### src/rtl/iow_pkg.sv
package iow_pkg;
  typedef enum logic [1:0] {
    SEL_NONE  = 2'd0,
    SEL_INDEX = 2'd1,
    SEL_DATA  = 2'd2
  } iow_sel_e;
endpackage

### src/rtl/iow_decode.sv
module iow_decode
  import iow_pkg::*;
#(
  parameter int AW      = 5,
  parameter int IDX_OFF = 16,
  parameter int DAT_OFF = 20
) (
  input  logic [AW-1:0] addr,
  output iow_sel_e      sel
);
  localparam logic [AW-1:0] IDX_A = AW'(IDX_OFF);
  localparam logic [AW-1:0] DAT_A = AW'(DAT_OFF);

  // Exact byte match: unaligned hits on the pair fall to SEL_NONE.
  always_comb begin
    if (addr == IDX_A)      sel = SEL_INDEX;
    else if (addr == DAT_A) sel = SEL_DATA;
    else                    sel = SEL_NONE;
  end
endmodule

### src/rtl/iow_index_reg.sv
module iow_index_reg #(
  parameter int TW    = 12,
  parameter int ALIGN = 2
) (
  input  logic          clk,
  input  logic          rst_n,
  input  logic          load,
  input  logic [TW-1:0] wdata,
  output logic [TW-1:0] idx
);
  localparam logic [TW-1:0] MASK = {{(TW-ALIGN){1'b1}}, {ALIGN{1'b0}}};

  logic [TW-1:0] idx_q, idx_nxt;

  always_comb begin
    idx_nxt = idx_q;
    if (load) idx_nxt = wdata & MASK;
  end

  always_ff @(posedge clk or negedge rst_n) begin
    if (!rst_n) idx_q <= '0;
    else        idx_q <= idx_nxt;
  end

  assign idx = idx_q;

  a_r2_masked_store: assert property (@(posedge clk) disable iff (!rst_n)
    load |=> (idx == ($past(wdata) & MASK)));
  a_r8_index_stable: assert property (@(posedge clk) disable iff (!rst_n)
    !load |=> $stable(idx));
endmodule

### src/rtl/iow_rdata_reg.sv
module iow_rdata_reg
  import iow_pkg::*;
#(
  parameter int DW = 32,
  parameter int TW = 12
) (
  input  logic          clk,
  input  logic          rst_n,
  input  logic          rd_en,
  input  iow_sel_e      sel,
  input  logic [TW-1:0] idx,
  input  logic [DW-1:0] rf_rdata,
  output logic [DW-1:0] rdata
);
  logic [DW-1:0] src, rdata_q, rdata_nxt;

  always_comb begin
    case (sel)
      SEL_INDEX: src = {{(DW-TW){1'b0}}, idx};
      SEL_DATA:  src = rf_rdata;
      default:   src = '0;
    endcase
  end

  always_comb begin
    rdata_nxt = rdata_q;
    if (rd_en) rdata_nxt = src;
  end

  always_ff @(posedge clk or negedge rst_n) begin
    if (!rst_n) rdata_q <= '0;
    else        rdata_q <= rdata_nxt;
  end

  assign rdata = rdata_q;

  a_r4_capture: assert property (@(posedge clk) disable iff (!rst_n)
    (rd_en && sel == SEL_DATA) |=> (rdata == $past(rf_rdata)));
  a_r6_zero_read: assert property (@(posedge clk) disable iff (!rst_n)
    (rd_en && sel == SEL_NONE) |=> (rdata == '0));
  a_r9_hold: assert property (@(posedge clk) disable iff (!rst_n)
    !rd_en |=> $stable(rdata));
endmodule

### src/rtl/iow_bridge.sv
module iow_bridge
  import iow_pkg::*;
#(
  parameter int AW      = 5,
  parameter int DW      = 32,
  parameter int TW      = 12,
  parameter int SW      = 2,
  parameter int IDX_OFF = 16,
  parameter int DAT_OFF = 20
) (
  input  logic          clk,
  input  logic          rst_n,
  input  logic [AW-1:0] io_addr,
  input  logic          io_wr,
  input  logic          io_rd,
  input  logic [SW-1:0] io_size,
  input  logic [DW-1:0] io_wdata,
  output logic [DW-1:0] io_rdata,
  output logic [TW-1:0] rf_addr,
  output logic          rf_rd,
  output logic          rf_wr,
  output logic [SW-1:0] rf_size,
  output logic [DW-1:0] rf_wdata,
  input  logic [DW-1:0] rf_rdata
);
  localparam int ALIGN = $clog2(DW / 8);

  iow_sel_e      sel;
  logic          idx_load;
  logic [TW-1:0] idx;

  iow_decode #(.AW(AW), .IDX_OFF(IDX_OFF), .DAT_OFF(DAT_OFF)) u_dec (
    .addr (io_addr),
    .sel  (sel)
  );

  assign idx_load = io_wr && (sel == SEL_INDEX);

  iow_index_reg #(.TW(TW), .ALIGN(ALIGN)) u_idx (
    .clk   (clk),
    .rst_n (rst_n),
    .load  (idx_load),
    .wdata (io_wdata[TW-1:0]),
    .idx   (idx)
  );

  iow_rdata_reg #(.DW(DW), .TW(TW)) u_rd (
    .clk      (clk),
    .rst_n    (rst_n),
    .rd_en    (io_rd),
    .sel      (sel),
    .idx      (idx),
    .rf_rdata (rf_rdata),
    .rdata    (io_rdata)
  );

  assign rf_addr  = idx;
  assign rf_rd    = io_rd && (sel == SEL_DATA);
  assign rf_wr    = io_wr && (sel == SEL_DATA);
  assign rf_size  = io_size;
  assign rf_wdata = io_wdata;

  a_r6_rd_gate: assert property (@(posedge clk) disable iff (!rst_n)
    rf_rd |-> (io_rd && io_addr == AW'(DAT_OFF)));
  a_r7_wr_gate: assert property (@(posedge clk) disable iff (!rst_n)
    rf_wr |-> (io_wr && io_addr == AW'(DAT_OFF)));
  a_r5_wr_index: assert property (@(posedge clk) disable iff (!rst_n)
    (io_wr && io_addr == AW'(DAT_OFF)) |=> $stable(rf_addr));
endmodule

### config.mk
export PLATFORM = sky130hd
export DESIGN_NAME = iow_bridge
export DESIGN_NICKNAME = d
export VERILOG_FILES = /design/src/rtl/iow_pkg.sv /design/src/rtl/iow_decode.sv /design/src/rtl/iow_index_reg.sv /design/src/rtl/iow_rdata_reg.sv /design/src/rtl/iow_bridge.sv
export SDC_FILE = /design/constraint.sdc
export NUM_CORES = 1
export LEC_CHECK = 0
export ABC_AREA = 1
export BUFFER_PORTS_ARGS = -buffer_cell sky130_fd_sc_hd__buf_2
export CORE_UTILIZATION = 44
export DETAILED_ROUTE_END_ITERATION = 10
export GPL_ROUTABILITY_DRIVEN = 0
export HOLD_SLACK_MARGIN = 0.03
export PLACE_DENSITY = 0.85
export RECOVER_POWER = 25
export SLEW_MARGIN = 20
export SYNTH_ARGS = -nofsm -noshare
export SYNTH_HDL_FRONTEND = slang
export SYNTH_SLANG_ARGS = --single-unit
export TNS_END_PERCENT = 10
### constraint.sdc
create_clock -name clk -period 1.4 [get_ports clk]
set_clock_uncertainty 0.1 [all_clocks]
set_input_delay 0.14 -clock clk [delete_from_list [all_inputs] [get_ports clk]]
set_output_delay 0.14 -clock clk [all_outputs]
set_load 0.05 [all_outputs]
==> results.md, run 1 <==
* Status: complete, no violations
* Input/output buffers at 104
* Tmin final at 1280 ps
* Antenna violations before repair at 0
* Post-synthesis xor/xnor area fraction at 0%
* # DRC at 0
* Largest family of logic cells by synthesized area: simple AND/OR/NAND/NOR gates
* Largest net degree at the start of global routing at 43
* Power Internal at 1.90 mW
* CTS-repair resized insts at 0
* Post-route clock period utilization at 91.6%
* Hold crit path type: primary input to primary output
* DR pass1 iterations at 4
* Comb power frac at 26.0%
* Cts bufs inserted at 5
* Hold buffer count at cts at 43
* Final Instance Count excl. Fillers at 450
* Share of cells above drive strength 1 at 32.4%
* Power share of the sequential group at 47.2%
* Final setup vio count at 0
* CP required at 1160 ps
* Clock sinks at 42
* Adder-Cell Fraction of Synth Area at 0%
* Post-layout nets at 459
* Antenna Nets Post-Route at 0
* Pwr Total at 2.83 mW
* Postcts setup bufs at 0
* Final hold vios at 0
* # rows at 25
* Die Span X at 72.5 um
* Max Root-Sink Buffers at 2
* Cells after DPL at 401
* CP Capture Type: primary output
* Die height at 72.5 um
* Critical path data arrival time at 1040 ps
* Synth area leader: dfrtp_1
* CTS HTree Levels at 2
* VDD IR-drop max at 0.000609 V
* RSZ-0062 raised after global routing: no
* Worst Tran Pin Value at 571 ps
* Top post-synthesis cells by area: dfrtp_1 48%, nand2_1 16%, buf_4 12%, nand3_1 7.3%, nor2_1 5.5%
* CTS root buffer: clkbuf_8
* I/O Pins at 155
* Post-synthesis compound-gate area fraction at 0%
* Max-cap violations at 0
* Slew Viols, Final at 0
* R2R Setup Slk at 500 ps
* Grt ovf at 0
* Number of global-route vias before repair at 1969
* PwrDens at 942 nW/um^2
* Routed length per placed instance at 12.9 um
* Post-Synthesis Cell Area at 2180 um^2
* Synth Instances at 271
* CTS tree: built
* Synth Warn # at 0
* Syn_area_per_cell at 8.06 um^2
* Avg Vias per Cell at 4.68
* Simple-Gate Fraction of Synth Area at 33.0%
* Static leakage at 1.77 nW
* Clk network pwr share at 26.8%
* Full die area at 5250 um^2
* Max-slew headroom at 61.9%
* Post-synthesis cell type count at 16
* Dpl hpwl at 3560 um
* Global Route Usage Sum at 22.3%
* Clk Latency, worst-skew pair at 290 ps
* DR vias at 2107
* Core ar. at 4750 um^2
* First DRT Iteration DRCs at 88
* Switching Fraction at 33.1%
* Fmax at 780 MHz
* Kind of critical path: primary input to primary output
* Mux share of post-synthesis cell area at 0%
* Initial core utilization at 45.9%
* Net Switching at 939 uW
* Area share of the largest cell type after synthesis at 48.1%
* P&R area growth vs syn at 37.7%
* Sequential fraction of the synthesis area at 48.1%
* Drt total wl at 5780 um
* Register bit count reported by yosys at 42
* Startpoint types: primary input
* Antenna cells at 0
* Largest driver fanout on the critical path at 2
* First-pass GRT wire length at 8960 um
==> metal layers <==
metal  track usage (%)  wire [um]
met3              5.69        470
met5                 0          0
met4              9.15        120
met1              24.1       2290
met2              41.0       2900
==> cell families after synthesis <==
family	after synthesis
flip-flops	42
other	1
buffers and inverters	62
AND/OR/NAND/NOR	166
==> power groups by stage <==
stage	registers [mW]	clock network, mW	logic [mW]
2_1_floorplan	1.58	0	0.403
3_3_place_gp	1.35	0	0.637
3_5_place_dp	1.36	0	0.645
4_1_cts	1.33	0.789	0.737
5_1_grt	1.34	0.849	0.782
6_report	1.34	0.761	0.736
==> layout by cell type (no fill, tap or decap), types with 2 or more instances in the layout <==
master / instances
buf_2: 104
buf_4: 4
clkbuf_8: 6
conb_1: 2
dfrtp_1: 42
dlygate4sd3_1: 43
inv_1: 14
nand2_1: 94
nand3_1: 32
nor2_1: 32
nor2_4: 2
==> path summary, 6_finish.rpt <==
check | startpoint | endpoint | cells past startpoint
setup / recovery | io_wdata[6] | rf_wdata[6] | 3
hold / removal | io_wdata[19] | rf_wdata[19] | 0
setup reg to reg | u_idx.idx[10] | u_rd.rdata[10] | 4
hold reg to reg | u_rd.rdata[21] | u_rd.rdata[21] | 2
max in group asynchronous | rst_n | u_rd.rdata[1] | 3
min in group asynchronous | rst_n | u_rd.rdata[9] | 3
==> Yosys cell counts, drive strengths merged <==
cell	instances
nand3	33
nor2	36
nand2	96
inv	14
nand4	1
buf	48
conb	1
dfrtp	42
==> state kept, by name (all words and copies together) (netlist names) <==
signal	cells
u_rd.rdata	32
u_idx.idx	10
==> worst max-delay path: stages <==
cell and delay [ps]:
dlygate4sd3_1 540, buf_2 110, buf_2 250
==> area by class of cell <==
class,instances,area [um^2]
fill,395,1750
multi-input combinational,168,729
clock buffer,6,82.6
timing repair buffer,153,1010
sequential,42,1050
tap,67,83.8
inverter,14,52.6
==> stage by stage <==
step	TNS [ps]	util (%)	hold WS [ps]	worst slack (ps)	cell area, um^2
floorplan	-53.7	-	-256	-26.9	2190
global route	0	63.3	180	91.0	3010
finish	0	63.3	180	117	3010
global placement	0	52.7	26.3	171	2510
detailed placement	0	52.7	29.4	143	2510
CTS	0	63.5	180	137	3020
Note: power is estimated with default switching activity, not from simulation.
==> inputs of run 2 (changes only) <==
--- a/config.mk
+++ b/config.mk
@@ -13,6 +13,7 @@
 export HOLD_SLACK_MARGIN = 0.03
 export PLACE_DENSITY = 0.85
 export RECOVER_POWER = 25
+export REMOVE_ABC_BUFFERS = 1
 export SLEW_MARGIN = 20
 export SYNTH_ARGS = -nofsm -noshare
 export SYNTH_HDL_FRONTEND = slang
==> constraint.sdc (replaced) <==
create_clock -name clk -period 1.6 [get_ports clk]
set_clock_uncertainty 0.1 [all_clocks]
set_input_delay 0.16 -clock clk [delete_from_list [all_inputs] [get_ports clk]]
set_output_delay 0.16 -clock clk [all_outputs]
set_load 0.05 [all_outputs]
==> results.md, run 2 (same netlist as run 1, synthesis figures left out) <==
* Status: complete, no violations
* Cts bufs inserted at 5
* Dpl hpwl at 4260 um
* First-pass GRT wire length at 9800 um
* Reg2Reg Capture Point: u_rd.rdata[10]
* Clock sinks at 42
* Worst Tran Pin Value at 577 ps
* Design area at 3050 um^2
* Share of cells above drive strength 1 at 32.5%
* Critical path data arrival time at 1110 ps
* First DRT Iteration DRCs at 105
* Static leakage at 1.79 nW
* # rows at 25
* Cells after DPL at 402
* Grt ovf at 0
* CTS tree: built
* DR pass1 iterations at 4
* Hold path start: io_rd
* Hold path endpoint: u_rd.rdata[3]
* # DRC at 0
* Met2 GRT Util at 38.6%
* CP required at 1340 ps
* Met3 Usage GRT at 10.7%
* Initial core utilization at 45.9%
* Routed length per placed instance at 14.2 um
* Tmin final at 1370 ps
* CTS-repair resized insts at 0
* Final core utilization at 64.2%
* Pwr Total at 2.66 mW
* Area after DPL at 2510 um^2
* I/O Pins at 155
* PwrDens at 871 nW/um^2
* Final hold vios at 0
* Max-slew headroom at 61.6%
* Clk Latency, worst-skew pair at 280 ps
* Startpoint types: primary input
* Setup TNS at 0 ps
* Final Instance Count excl. Fillers at 452
* Die Span X at 72.5 um
* Fmax at 729 MHz
* Post-route clock period utilization at 85.7%
* R2R cell count at 4
* Antenna Nets Post-Route at 0
* CTS HTree Levels at 2
* Antenna cells at 0
* Full die area at 5250 um^2
* GRT Max-Usage Layer: met2
* Max-cap violations at 0
* Antenna violations before repair at 0
* DR vias at 2095
* Avg Vias per Cell at 4.63
* Number of global-route vias before repair at 2040
* Input/output buffers at 104
* Hold crit path type: primary input to flip-flop
* Commonest non-fill, non-tap cell in the layout: buf_2
* Hold Crit Depth at 3
* R2R Setup Slk at 650 ps
* Final setup vio count at 0
* Slew Viols, Final at 0
* Core ar. at 4750 um^2
* CP Capture Type: primary output
* Kind of critical path: primary input to primary output
* Largest register FFs at 32
* P&R area growth vs syn at 39.8%
* RSZ-0062 raised after global routing: no
* Post-layout nets at 460
* Reg clk slew, reported paths at 70 ps
* Max Root-Sink Buffers at 2
* Reg2reg start: u_idx.idx[10]
* CTS root buffer: clkbuf_8
* Most frequent cells in the layout: 103 x buf_2, 94 x nand2_1, 43 x dlygate4sd3_1, 42 x dfrtp_1
* Die height at 72.5 um
* Global Route Usage Sum at 25.4%
* Largest net degree at the start of global routing at 25
* Met1 Use GR at 30.5%
* Largest driver fanout on the critical path at 2
* VDD IR-drop max at 0.000404 V
* Drt total wl at 6430 um
-- run 2: cell types whose count changed in the layout (fill, tap and decap cells not counted), sizes merged --
cell | previous run | this run
bufinv | 0 | 1
clkbuf | 7 | 8
-- run 2: how the worst max path moves through the flow --
stage	startpoint	depth (start not counted)	slack (ps)	to
after floorplan	io_addr[1]	5	-40	rf_rd
after global placement	io_addr[1]	7	370	rf_wr
after detailed placement	io_addr[1]	7	340	rf_rd
after CTS	io_wdata[8]	3	270	rf_wdata[8]
after global routing	io_wdata[7]	3	210	rf_wdata[7]
final	io_wdata[7]	3	230	rf_wdata[7]
-- run 2: through the flow --
stage / setup WS (ps) / hold WS (ps)
after CTS: 266 / 157
after global placement: 368 / 28.8
after detailed placement: 340 / 30.9
after global routing: 208 / 179
after floorplan: -43.8 / -236
final: 229 / 155
-- run 2: worst max-delay path: stages --
cell,delay [ps]
dlygate4sd3_1,550
buf_2,140
buf_2,260
-- run 2: layer usage --
metal / vias up / wire length [um]
met1: 940 / 2670
met4: 0 / 191
met3: 19 / 589
li1: 1016 / -
met2: 120 / 2980
met5: - / 0
-- run 2: what timing repair did --
item	4_1_cts	5_1_grt
setup endpoints to repair	0	0
endpoints found under the hold margin	60	0
buffers inserted	0	0
hold buffers	43	0
-- run 2: cell type report --
cell class,instances,area (um^2)
Fill cell,424,1700
Sequential cell,42,1050
Timing Repair Buffer,154,1020
Multi-Input combinational cell,168,729
Tap cell,67,83.8
Clock buffer,6,82.6
Inverter,14,52.6
Clock inverter,1,30.0
-- run 2: power by group --
| part | leakage, nW | total [mW] | internal [mW] | switching, mW |
|---|---|---|---|---|
| clock | 0.0573 | 0.845 | 0.499 | 0.345 |
| combinational | 1.16 | 0.653 | 0.210 | 0.443 |
| sequential | 0.575 | 1.16 | 1.12 | 0.0435 |
==> inputs of run 3 (changes only) <==
--- a/config.mk
+++ b/config.mk
@@ -10,7 +10,7 @@
 export CORE_UTILIZATION = 44
 export DETAILED_ROUTE_END_ITERATION = 10
 export GPL_ROUTABILITY_DRIVEN = 0
-export HOLD_SLACK_MARGIN = 0.03
+export HOLD_SLACK_MARGIN = 0.08
 export PLACE_DENSITY = 0.85
 export RECOVER_POWER = 25
 export REMOVE_ABC_BUFFERS = 1
==> constraint.sdc (replaced) <==
create_clock -name clk -period 1.6 [get_ports clk]
set_clock_uncertainty 0.1 [all_clocks]
set_input_delay 0.08 -clock clk [delete_from_list [all_inputs] [get_ports clk]]
set_output_delay 0.08 -clock clk [all_outputs]
set_load 0.05 [all_outputs]
==> results.md, run 3 (same netlist as run 1, synthesis figures left out) <==
* Critical path data arrival time at 1450 ps
* Final core utilization at 68.5%
* Worst-path cell chain: dlygate4sd3_1, buf_2, nand3_1, dlygate4sd3_1, nand2_1
* Static leakage at 1.87 nW
* PwrDens at 832 nW/um^2
* Max-slew headroom at 60.5%
* WP buf/inv at 3
* Cell repeated most along the worst path: dlygate4sd3_1
* Antenna Nets Post-Route at 0
* DR pass1 iterations at 5
* Hold crit path type: primary input to flip-flop
* DR vias at 2280
* Grt ovf at 0
* Multi-input logic area at 711 um^2
* Dpl hpwl at 4380 um
* VDD IR-drop max at 0.000471 V
* # DRC at 0
* P&R area growth vs syn at 49.0%
* Avg Vias per Cell at 4.77
* Largest driver fanout on the critical path at 1
* Die height at 72.5 um
* First-pass GRT wire length at 11100 um
* Largest register FFs at 32
* Cts bufs inserted at 5
* Global Route Usage Sum at 28.5%
* Hold Crit Depth at 5
* CTS tree: built
* Pwr Total at 2.71 mW
* Routed length per placed instance at 15.4 um
* Fmax at 731 MHz
* Metal1 wirelength at 3110 um
* Metal3 WL at 365 um
* Share of cells above drive strength 1 at 29.7%
* RSZ-0062 raised after global routing: no
* Max incr delay on CP at 560 ps
* Final hold vios at 0
* Reg clk slew, reported paths at 80 ps
* Cells after DPL at 401
* Tmin final at 1370 ps
* R2R Setup Slk at 680 ps
* Status: complete, no violations
* FF+latch area at 1050 um^2
* Max-cap violations at 0
* CP Capture Type: flip-flop
* Final setup vio count at 0
* # rows at 25
* Commonest non-fill, non-tap cell in the layout: buf_2
* Most frequent cells in the layout: 103 x buf_2, 94 x nand2_1, 69 x dlygate4sd3_1, 42 x dfrtp_1
* Post-layout nets at 485
* CTS root buffer: clkbuf_8
* Startpoint types: primary input
* CTS HTree Levels at 2
* Full die area at 5250 um^2
* Die Span X at 72.5 um
* CP required at 1680 ps
* Input/output buffers at 104
* Clock sinks at 42
* Core ar. at 4750 um^2
* Post-route clock period utilization at 85.5%
* Hold path start: io_addr[2]
* First DRT Iteration DRCs at 109
* Setup TNS at 0 ps
* Final Instance Count excl. Fillers at 478
* Worst Tran Pin Value at 591 ps
* Antenna cells at 0
* Largest net degree at the start of global routing at 29
* Filler instances at 410
* Largest delay contributor family on the critical path: buffers and inverters
* R2R cell count at 4
* Metal2 WL at 3690 um
* Kind of critical path: primary input to flip-flop
* Hold path endpoint: u_rd.rdata[10]
* Antenna violations before repair at 0
* Max Root-Sink Buffers at 2
* Slew Viols, Final at 0
* Reg2Reg Capture Point: u_rd.rdata[10]
* Reg2reg start: u_idx.idx[10]
* DR top layer: met4
* Number of global-route vias before repair at 2187
* I/O Pins at 155
* Initial core utilization at 45.9%
* Drt total wl at 7350 um
* Clk Latency, worst-skew pair at 290 ps
* Slowest CP cell: dlygate4sd3_1
-- run 3: changes by cell type in the layout (fill, tap and decap cells not counted), sizes merged --
cell         previous run  this run
dlygate4sd3            43        69
bufinv                  1         0
clkbuf                  8         9
clkinv                  0         1
clkinvlp                0         1
buf                   109       107
-- run 3: timing repair --
action,4_1_cts,5_1_grt
endpoints found under the hold margin,108,0
gates resized for setup,0,0
buffers inserted,0,0
hold buffers,69,0
-- run 3: per-layer routing --
metal / up-vias / global-route usage, %
met2: 108 / 47.6
met3: 20 / 6.25
li1: 1064 / -
met1: 1088 / 36.7
met4: 0 / 9.80
met5: - / 0
-- run 3: worst max path at each step --
| stage | endpoint | startpoint | slack, ps | cells past startpoint |
|---|---|---|---|---|
| 6_report | u_rd.rdata[2] | rf_rdata[2] | 230 | 5 |
| 5_1_grt | rf_wr | io_addr[1] | 210 | 7 |
| 4_1_cts | u_rd.rdata[2] | rf_rdata[2] | 300 | 5 |
| 3_5_place_dp | u_rd.rdata[4] | io_addr[1] | 350 | 7 |
| 3_3_place_gp | u_rd.rdata[4] | io_addr[1] | 410 | 7 |
| 2_1_floorplan | rf_rd | io_addr[1] | 120 | 5 |
-- run 3: where the power goes --
group	internal (mW)	total, mW	switching (mW)	leakage (nW)
logic	0.245	0.831	0.586	1.25
registers	1.12	1.17	0.0480	0.575
clock network	0.347	0.711	0.364	0.0472
total	1.71	2.71	0.998	1.87
-- run 3: cell type report --
class | instances | share of cell area, %
Tap cell | 67 | 2.57
Multi-Input combinational cell | 168 | 21.8
Sequential cell | 42 | 32.3
Clock inverter | 2 | 0.384
Timing Repair Buffer | 179 | 38.8
Clock buffer | 6 | 2.54
Inverter | 14 | 1.61
-- run 3: per-stage QoR --
| step | worst slack (ps) | cell area [um^2] | hold WS [ps] |
|---|---|---|---|
| floorplan | 116 | 1830 | -316 |
| global placement | 411 | 2490 | -30.0 |
| detailed placement | 347 | 2490 | -26.7 |
| CTS | 297 | 3280 | 85.2 |
| global route | 205 | 3260 | 122 |
| finish | 231 | 3260 | 102 |
-- run 3: worst register-to-register path, stage by stage, from the launching register on --
cell,delay (ps)
dfrtp_1,410
nand2_1,90
nor2_1,60
nor2_1,110
nand2_1,60
